File: src/rtl/lgr_pkg.sv
package lgr_pkg;
    localparam int DATA_W = 32;
    localparam int LANES  = DATA_W / 8;

    typedef logic [DATA_W-1:0] word_t;
    typedef logic [LANES-1:0]  lanes_t;

    // True when every byte lane is enabled.
    function automatic logic all_lanes(input lanes_t be);
        return &be;
    endfunction
endpackage

File: src/rtl/lgr_decode.sv
module lgr_decode
    import lgr_pkg::*;
#(
    parameter int ADDR_W        = 8,
    parameter int N_INT         = 4,
    parameter int N_EXT         = 2,
    parameter int N_STAT        = 2,
    parameter bit UNALIGNED_DEC = 1'b1
) (
    input  logic [ADDR_W-1:0] addr,
    output logic [N_INT-1:0]  int_sel,
    output logic [N_EXT-1:0]  ext_sel,
    output logic [N_STAT-1:0] stat_sel
);
    localparam int WIDX_W    = ADDR_W - 2;
    localparam int EXT_BASE  = N_INT;
    localparam int STAT_BASE = N_INT + N_EXT;

    logic [WIDX_W-1:0] widx;
    logic [1:0]        boff;
    logic              aligned_ok;

    assign widx = addr[ADDR_W-1:2];
    assign boff = addr[1:0];

    generate
        if (UNALIGNED_DEC) begin : g_unal
            // low bits only pick lanes, which the byte enables already name
            assign aligned_ok = (boff == boff);
        end else begin : g_strict
            assign aligned_ok = (boff == 2'b00);
        end
    endgenerate

    generate
        for (genvar i = 0; i < N_INT; i++) begin : g_int
            assign int_sel[i] = aligned_ok && (widx == WIDX_W'(i));
        end
        for (genvar i = 0; i < N_EXT; i++) begin : g_ext
            assign ext_sel[i] = aligned_ok && (widx == WIDX_W'(EXT_BASE + i));
        end
        for (genvar i = 0; i < N_STAT; i++) begin : g_stat
            assign stat_sel[i] = aligned_ok && (widx == WIDX_W'(STAT_BASE + i));
        end
    endgenerate
endmodule

File: src/rtl/lgr_int_bank.sv
module lgr_int_bank
    import lgr_pkg::*;
#(
    parameter int N_INT = 4
) (
    input  logic             clk,
    input  logic             rst_n,
    input  logic             wr,
    input  logic             rd,
    input  logic [N_INT-1:0] sel,
    input  word_t            wdata,
    input  lanes_t           be,
    output word_t            rdata
);
    word_t regs [N_INT];

    generate
        for (genvar r = 0; r < N_INT; r++) begin : g_reg
            for (genvar b = 0; b < LANES; b++) begin : g_lane
                logic [7:0] lane_q;
                always_ff @(posedge clk or negedge rst_n) begin
                    if (!rst_n) begin
                        lane_q <= '0;
                    end else if (wr && sel[r] && be[b]) begin
                        lane_q <= wdata[8*b +: 8];
                    end
                end
                assign regs[r][8*b +: 8] = lane_q;
            end
        end
    endgenerate

    always_comb begin
        rdata = '0;
        for (int r = 0; r < N_INT; r++) begin
            if (rd && sel[r]) begin
                rdata = rdata | regs[r];
            end
        end
    end
endmodule

File: src/rtl/lgr_ext_if.sv
module lgr_ext_if
    import lgr_pkg::*;
#(
    parameter int N_EXT       = 2,
    parameter int N_STAT      = 2,
    parameter bit STAT_ERR_EN = 1'b1
) (
    input  logic                          wr,
    input  logic                          rd,
    input  logic [N_EXT-1:0]              ext_sel,
    input  logic [N_STAT-1:0]             stat_sel,
    input  lanes_t                        be,
    input  word_t                         wdata,
    input  logic [N_STAT-1:0][DATA_W-1:0] hw_stat,
    input  logic [N_EXT-1:0]              ext_rd_valid,
    input  logic [N_EXT-1:0][DATA_W-1:0]  ext_rd_data,
    output logic [N_EXT-1:0]              ext_enb,
    output logic [N_EXT-1:0]              ext_wr_valid,
    output word_t                         ext_wdata,
    output word_t                         stat_rdata,
    output word_t                         ext_rdata,
    output logic                          byte_err
);
    logic [N_EXT-1:0]  ext_perr;
    logic [N_STAT-1:0] stat_perr;
    logic              partial;

    assign partial   = !all_lanes(be);
    assign ext_wdata = wdata;

    generate
        for (genvar i = 0; i < N_EXT; i++) begin : g_ext
            assign ext_enb[i]      = ext_sel[i] && (wr || rd);
            assign ext_wr_valid[i] = ext_sel[i] && wr;
            assign ext_perr[i]     = ext_wr_valid[i] && partial;
        end
        for (genvar s = 0; s < N_STAT; s++) begin : g_stat
            if (STAT_ERR_EN) begin : g_chk
                assign stat_perr[s] = stat_sel[s] && wr && partial;
            end else begin : g_nochk
                assign stat_perr[s] = 1'b0;
            end
        end
    endgenerate

    always_comb begin
        ext_rdata = '0;
        for (int i = 0; i < N_EXT; i++) begin
            if (ext_rd_valid[i]) begin
                ext_rdata = ext_rdata | ext_rd_data[i];
            end
        end
    end

    always_comb begin
        stat_rdata = '0;
        for (int s = 0; s < N_STAT; s++) begin
            if (rd && stat_sel[s]) begin
                stat_rdata = stat_rdata | hw_stat[s];
            end
        end
    end

    assign byte_err = (|ext_perr) || (|stat_perr);
endmodule

File: src/rtl/lane_guard_regs.sv
module lane_guard_regs
    import lgr_pkg::*;
#(
    parameter int ADDR_W        = 8,
    parameter int N_INT         = 4,
    parameter int N_EXT         = 2,
    parameter int N_STAT        = 2,
    parameter bit UNALIGNED_DEC = 1'b1,
    parameter bit STAT_ERR_EN   = 1'b1
) (
    input  logic                          clk,
    input  logic                          rst_n,
    input  logic                          bus_wr,
    input  logic                          bus_rd,
    input  logic [ADDR_W-1:0]             bus_addr,
    input  logic [31:0]                   bus_wdata,
    input  logic [3:0]                    bus_be,
    output logic [31:0]                   bus_rdata,
    output logic                          bus_err,
    output logic [N_EXT-1:0]              ext_enb,
    output logic [N_EXT-1:0]              ext_wr_valid,
    output logic [31:0]                   ext_wdata,
    input  logic [N_EXT-1:0]              ext_rd_valid,
    input  logic [N_EXT-1:0][31:0]        ext_rd_data,
    input  logic [N_STAT-1:0][31:0]       hw_stat,
    input  logic                          ext_err_in
);
    logic [N_INT-1:0]  int_sel;
    logic [N_EXT-1:0]  ext_sel;
    logic [N_STAT-1:0] stat_sel;
    word_t             int_rdata;
    word_t             stat_rdata;
    word_t             ext_rdata;
    logic              byte_err;

    lgr_decode #(
        .ADDR_W        (ADDR_W),
        .N_INT         (N_INT),
        .N_EXT         (N_EXT),
        .N_STAT        (N_STAT),
        .UNALIGNED_DEC (UNALIGNED_DEC)
    ) u_decode (
        .addr     (bus_addr),
        .int_sel  (int_sel),
        .ext_sel  (ext_sel),
        .stat_sel (stat_sel)
    );

    lgr_int_bank #(
        .N_INT (N_INT)
    ) u_int_bank (
        .clk   (clk),
        .rst_n (rst_n),
        .wr    (bus_wr),
        .rd    (bus_rd),
        .sel   (int_sel),
        .wdata (bus_wdata),
        .be    (bus_be),
        .rdata (int_rdata)
    );

    lgr_ext_if #(
        .N_EXT       (N_EXT),
        .N_STAT      (N_STAT),
        .STAT_ERR_EN (STAT_ERR_EN)
    ) u_ext_if (
        .wr           (bus_wr),
        .rd           (bus_rd),
        .ext_sel      (ext_sel),
        .stat_sel     (stat_sel),
        .be           (bus_be),
        .wdata        (bus_wdata),
        .hw_stat      (hw_stat),
        .ext_rd_valid (ext_rd_valid),
        .ext_rd_data  (ext_rd_data),
        .ext_enb      (ext_enb),
        .ext_wr_valid (ext_wr_valid),
        .ext_wdata    (ext_wdata),
        .stat_rdata   (stat_rdata),
        .ext_rdata    (ext_rdata),
        .byte_err     (byte_err)
    );

    assign bus_rdata = int_rdata | stat_rdata | ext_rdata;
    assign bus_err   = byte_err || ext_err_in;
endmodule

File: config.mk
export PLATFORM = sky130hd
export DESIGN_NAME = lane_guard_regs
export DESIGN_NICKNAME = d
export VERILOG_FILES = /design/src/rtl/lgr_pkg.sv /design/src/rtl/lgr_decode.sv /design/src/rtl/lgr_int_bank.sv /design/src/rtl/lgr_ext_if.sv /design/src/rtl/lane_guard_regs.sv
export SDC_FILE = /design/constraint.sdc
export NUM_CORES = 1
export LEC_CHECK = 0
export ABC_AREA = 0
export ABC_CLOCK_PERIOD_IN_PS = 2000
export BUFFER_PORTS_ARGS = -buffer_cell sky130_fd_sc_hd__clkbuf_2
export CORE_MARGIN = 3
export CORE_UTILIZATION = 30
export DETAILED_ROUTE_END_ITERATION = 7
export PLACE_DENSITY = 0.52
export SYNTH_ARGS = -nofsm -noshare
export SYNTH_HDL_FRONTEND = slang
export SYNTH_SLANG_ARGS = --single-unit
File: constraint.sdc
create_clock -name clk -period 2 [get_ports clk]
set_clock_uncertainty 0.1 [all_clocks]
set_input_delay 0.2 -clock clk [delete_from_list [all_inputs] [get_ports clk]]
set_output_delay 0.2 -clock clk [all_outputs]
set_load 0.02 [all_outputs]
== Word level (Yosys, flattened, before mapping) ==
Index checks and enable logic that the tools add are counted.

* Register bits: 128
* Input bits: 179

* Equality and inequality tests: 7
* Multiplexer cells: 8
* Bitwise gates (word level): 7
* Reduce and logical (&&, ||, !) cells: 44

{| class="wikitable"
|+ Operators with widths
! kind !! count
|-
| $mux 32 || 8
|-
| $or 32x32->32 || 7
|-
| $logic_and 1x1->1 || 36
|-
| $eq 6x3->1 const B || 4
|-
| $eq 6x2->1 const B || 2
|-
| $eq 6x1->1 const B || 1
|-
| $logic_not 6->1 || 1
|-
| $reduce_and 4->1 || 1
|-
| $reduce_or 2->1 || 2
|-
| $logic_or 1x1->1 || 3
|-
| $logic_not 1->1 || 1
|}

== Longest topological paths before layout ==
* Depth in word-level cells: 11
* Depth in mapped cells: 6
* Gate-level depth less buffers: 3

== Hierarchy ==
A second synthesis with hierarchy kept.

* Cell total of the unflattened synthesis: 554
* Area, all modules: 6971.7 sq um

{| class="wikitable"
|+ Modules (own cells, without submodules)
! module !! instances !! cells an instance !! area an instance (sq um)
|-
| lgr_int_bank || 1 || 389 || 5749.3
|-
| lgr_ext_if || 1 || 119 || 942.2
|-
| lane_guard_regs || 1 || 33 || 206.4
|-
| lgr_decode || 1 || 13 || 73.8
|}

== Least setup slack after synthesis ==
OpenSTA, ideal clock, no wires.

* Path type: input port to output port
* Start point: in bus_addr[2]
* End point: out bus_rdata[29]
* Data arrival time: 1.537 ns
* Required time: 1.700 ns
* Setup slack: 0.163 ns
* Cell stages on the path: 6
* Cells stage by stage: buf_2 > buf_2 > buf_2 > mux2_2 > a31oi_1 > o211ai_1

* Cells in the longest elaborated chain, start to end: 11

{| class="wikitable"
|+ RTL lines
! item !! RTL line !! text
|-
| from (decl) || lane_guard_regs.sv:15 || <nowiki>input logic [ADDR_W-1:0] bus_addr,</nowiki>
|-
| $logic_not 6->1 || lgr_decode.sv:37 || <nowiki>assign int_sel[i] = aligned_ok && (widx == WIDX_W'(i));</nowiki>
|-
| $logic_and 1x1->1 || lgr_int_bank.sv:36 || <nowiki>if (rd && sel[r]) begin</nowiki>
|-
| $mux 32 || lgr_int_bank.sv:36 ||
|-
| $or 32x32->32 || lgr_int_bank.sv:37 || <nowiki>rdata = rdata | regs[r];</nowiki>
|-
| $mux 32 || lgr_int_bank.sv:36 ||
|-
| $or 32x32->32 || lgr_int_bank.sv:37 ||
|-
| $mux 32 || lgr_int_bank.sv:36 ||
|-
| $or 32x32->32 || lgr_int_bank.sv:37 ||
|-
| $mux 32 || lgr_int_bank.sv:36 ||
|-
| $or 32x32->32 (*) (2 in series) || lane_guard_regs.sv:84 || <nowiki>assign bus_rdata = int_rdata | stat_rdata | ext_rdata;</nowiki>
|-
| to (decl) || lane_guard_regs.sv:18 || <nowiki>output logic [31:0] bus_rdata,</nowiki>
|}

Mark *: on every way between the ends. The rest lies on a longest branch, timed or not.

== Final worst setup path ==
* Start point: reg u_int_bank.g_reg[3].g_lane[3].lane_q[6]
* End point: out bus_rdata[30]

* Cells in the longest elaborated chain, start to end: 4

{| class="wikitable"
|+ RTL lines
! item !! RTL line !! text
|-
| from (decl) || lgr_int_bank.sv:20 || <nowiki>logic [7:0] lane_q;</nowiki>
|-
| from (signal assigned) || lgr_int_bank.sv:25 || <nowiki>lane_q <= wdata[8*b +: 8];</nowiki>
|-
| $or 32x32->32 || lgr_int_bank.sv:37 ||
|-
| $mux 32 || lgr_int_bank.sv:36 ||
|-
| $or 32x32->32 (2 in series) || lane_guard_regs.sv:84 ||
|}

No other way between the ends.

==> impl_results.md <==
- Setup crit start kind: register
- Final HPWL from detailed placement: 17.68 mm
- Number of sinks on the clock net: 128
- Area leader, netlist: sky130_fd_sc_hd__dfrtp_1
- Worst reg2reg startpoint: u_int_bank.g_reg[3].g_lane[0].lane_q[6]$_DFFE_PN0P_
- Number of global-route vias before repair: 6328
- Worst vdd rail ir drop: 0.5420 mV
- Fraction of registers with async set/reset: 1.000
- Critical path's largest stage delay: 0.47 ns
- CP cell instances: mux4_2 -> a31oi_1 -> o21ai_1 -> buf_4
- RSZ-0062 raised after global routing: yes
- Tcrit/Tclk final: 0.9657
- Count of warnings emitted by yosys: 0
- Reg with most FFs: u_int_bank.g.g_lane.lane_q
- Fmax achieved: 0.5177 GHz
- Starting Density: 0.3075
- Buffer type at the clock tree root: sky130_fd_sc_hd__clkbuf_16
- Share of layout cells above drive strength 1: 0.5831
- Register-to-Register Setup Slack: 1.03 ns
- Remaining routing DRC violations: 0
- Std-Cell Core Area: 23680 um^2
- Least-Margin Pin Slew: 0.4561 ns
- Endpoint arrival time on the critical path: 1.63 ns
- Full die area: 26180 um^2
- Classification of the worst setup path: reg2out
- Antenna-violating nets left: 0
- Site row count: 56
- Status: finished, final reports clean
- Pwr dens: 773.2 nW/um^2
- Yosys top cell area share: 0.4398
- Largest registers: u_int_bank.g.g_lane.lane_q x128
- Prevailing post-synth register cell: sky130_fd_sc_hd__dfrtp_1
- Iteration-0 DRC count of the detailed router: 308
- Final Critical Period: 1.931 ns
- Worst-path fanout max: 2
- Syn nets: 802
- Worst R2R End: u_int_bank.g_reg[3].g_lane[0].lane_q[6]$_DFFE_PN0P_
- Die boundary width: 161.8 um
- Crit path required time: 1.70 ns
- Count of input and output buffers: 245
- Slowest cell on crit path: sky130_fd_sc_hd__mux4_2
- Setup violations, final: 0
- Clk Latency, worst-skew pair: 0.41 ns
- Wire length of the first global-routing pass: 37.27 mm
- Worst Setup EP: bus_rdata[30]
- Top cells by area, synth: sky130_fd_sc_hd__dfrtp_1, sky130_fd_sc_hd__mux2_2, sky130_fd_sc_hd__nand3_1
- N_diodes: 0
- R2R cell count: 2
- Synth Instances: 623
- TritonCTS buffer count: 17
- Max-slew violation total from the final report: 0
- Aggregate global routing overflow: 0
- Pin count of the biggest net entering global routing: 57
- Total wirelength of the detailed-routed design: 24.56 mm
- Vias per std cell: 5.094
- CTS tree: built
- Routed wirelength normalized by instance count: 20.31 um
- Dominant cell by count in the synthesized netlist: sky130_fd_sc_hd__mux2_2
- Detailed-routing iteration count for the pre-antenna-repair pass: 4
- Placed cells: 1153
- Count of H-tree levels built during CTS: 4
- Worst hold-check path type: in2reg
- Total via count in the routed design: 6159
- CTS Buffer Depth: 2
- Number of register bits inferred by synthesis: 128
- Max-slew headroom: 0.6960
- Initial antenna violation count: 0
- Final standard cell count with taps included and fillers excluded: 1209
- Global router's overall resource usage: 0.1865
- Combined area of all synthesized cells: 7283 um^2
- Number of flops mapped to enable cells by yosys: 0
- Cell leakage power: 4.913 nW
- Filler cell count: 2322
- Final worst hold slack: 0.007258 ns
- Number of flip-flops under the largest register name: 128
- DIE HEIGHT: 161.8 um
- Hold Startpoint: bus_wdata[28]
- Total count of hold-check failures in the final report: 0
- Placer Congestion: 0.8170
- Synth unique cells: 32
- Critical path origin: u_int_bank.g_reg[3].g_lane[3].lane_q[6]$_DFFE_PN0P_
- Max Cap Violations: 0
- Share of the yosys chip area belonging to registers: 0.4398
- Clock-pin slew on the worst setup and hold paths: 0.06 ns
- Mapped Avg Cell Area: 11.69 um^2
- Top-Level Pins: 248
- Setup crit end kind: output pin
- Number of nets in the layout: 1056
- Area growth from synthesis to final layout: 36.28%
- Post-synth top cells: sky130_fd_sc_hd__mux2_2, sky130_fd_sc_hd__dfrtp_1, sky130_fd_sc_hd__nand3_1, sky130_fd_sc_hd__buf_4
layout make-up:
type	count	area, um^2	share of cell area
multi-input cells	419	3684	0.3711
flip-flops and latches	128	3203	0.3227
repair buffers	311	1968	0.1983
clock buffers	20	466.7	0.04702
well taps	319	399.1	0.04021
clock inverters	12	205.2	0.02067
critical path, delay by kind of cell (launching register included):
family                 cells  cell delay (ns)
multiplexers               1             0.47
AO/OA/AOI/OAI              2             0.21
buffers and inverters      1             0.16
flip-flops                 1             0.38
metal layers:
metal	global-route usage	wire length [um]
met1	0.2527	11060
met2	0.3074	11490
met3	0.03749	1690
met4	0.04614	316
met5	0	0
per-stage QoR:
step           setup WS (ns)  setup TNS [ns]  instance area (um^2)  total power, W  utilization
3_5_place_dp        -0.03775         -0.3236                  9011        0.004188       0.3805
4_1_cts              0.02076               0                  9926        0.007760       0.4191
6_report             0.06856               0                  9926        0.007674       0.4191
5_1_grt            -0.003339       -0.003339                  9926        0.007999       0.4191
3_3_place_gp         0.01224               0                  9011        0.004166       0.3805
2_1_floorplan         0.1630               0                  7283        0.003625            -
report_power, final:
group	internal (W)	switching [W]
combinational	0.000633	0.000633
clock	0.00232	0.00119
sequential	0.00280	0.0000996
worst min-delay path by stage:
stage	cells past startpoint	to
after global routing	2	u_int_bank.g_reg[0].g_lane[3].lane_q[4]$_DFFE_PN0P_
after global placement	1	u_int_bank.g_reg[2].g_lane[2].lane_q[6]$_DFFE_PN0P_
after CTS	2	u_int_bank.g_reg[2].g_lane[0].lane_q[5]$_DFFE_PN0P_
after detailed placement	1	u_int_bank.g_reg[2].g_lane[2].lane_q[6]$_DFFE_PN0P_
after floorplan	0	u_int_bank.g_reg[0].g_lane[0].lane_q[0]$_DFFE_PN0P_
final	2	u_int_bank.g_reg[3].g_lane[3].lane_q[4]$_DFFE_PN0P_
placed cells by master (no fill, tap or decap), types with 3 or more instances in the layout:
master,n
sky130_fd_sc_hd__clkinv_4,3
sky130_fd_sc_hd__clkbuf_16,17
sky130_fd_sc_hd__a2bb2oi_1,4
sky130_fd_sc_hd__nand3_1,81
sky130_fd_sc_hd__clkbuf_2,241
sky130_fd_sc_hd__clkbuf_8,3
sky130_fd_sc_hd__nand4_1,26
sky130_fd_sc_hd__mux2i_1,6
sky130_fd_sc_hd__dfrtp_1,128
sky130_fd_sc_hd__mux2_2,179
sky130_fd_sc_hd__a22o_1,32
sky130_fd_sc_hd__mux2_1,5
sky130_fd_sc_hd__buf_12,14
sky130_fd_sc_hd__nor2_1,3
sky130_fd_sc_hd__o211ai_1,6
sky130_fd_sc_hd__nor4b_4,3
sky130_fd_sc_hd__nor4bb_1,4
sky130_fd_sc_hd__buf_4,32
sky130_fd_sc_hd__bufinv_16,5
sky130_fd_sc_hd__dlygate4sd3_1,23
sky130_fd_sc_hd__nand2_2,9
sky130_fd_sc_hd__a31oi_1,32
sky130_fd_sc_hd__nand2_1,10
what timing repair did:
item | CTS | global route
hold endpoints to repair | 210 | 0
buffers inserted | 1 | 0
hold buffers | 23 | 0
cloned | 0 | 0
pin swaps | 2 | 0
endpoints found under the setup margin | 2 | 2
gates resized for setup | 2 | 4
cell families (layout without fill, tap and decap cells):
| kind of cell | count (synthesis) | after routing | synth area share |
|---|---|---|---|
| muxes | 192 | 192 | 0.2989 |
| and+or+nand+nor | 149 | 149 | 0.1223 |
| DFF | 128 | 128 | 0.4398 |
| AOI/OAI and AO/OA | 78 | 78 | 0.08040 |
| buffers and inverters | 76 | 343 | 0.05858 |
(Power assumes the default switching activity.)
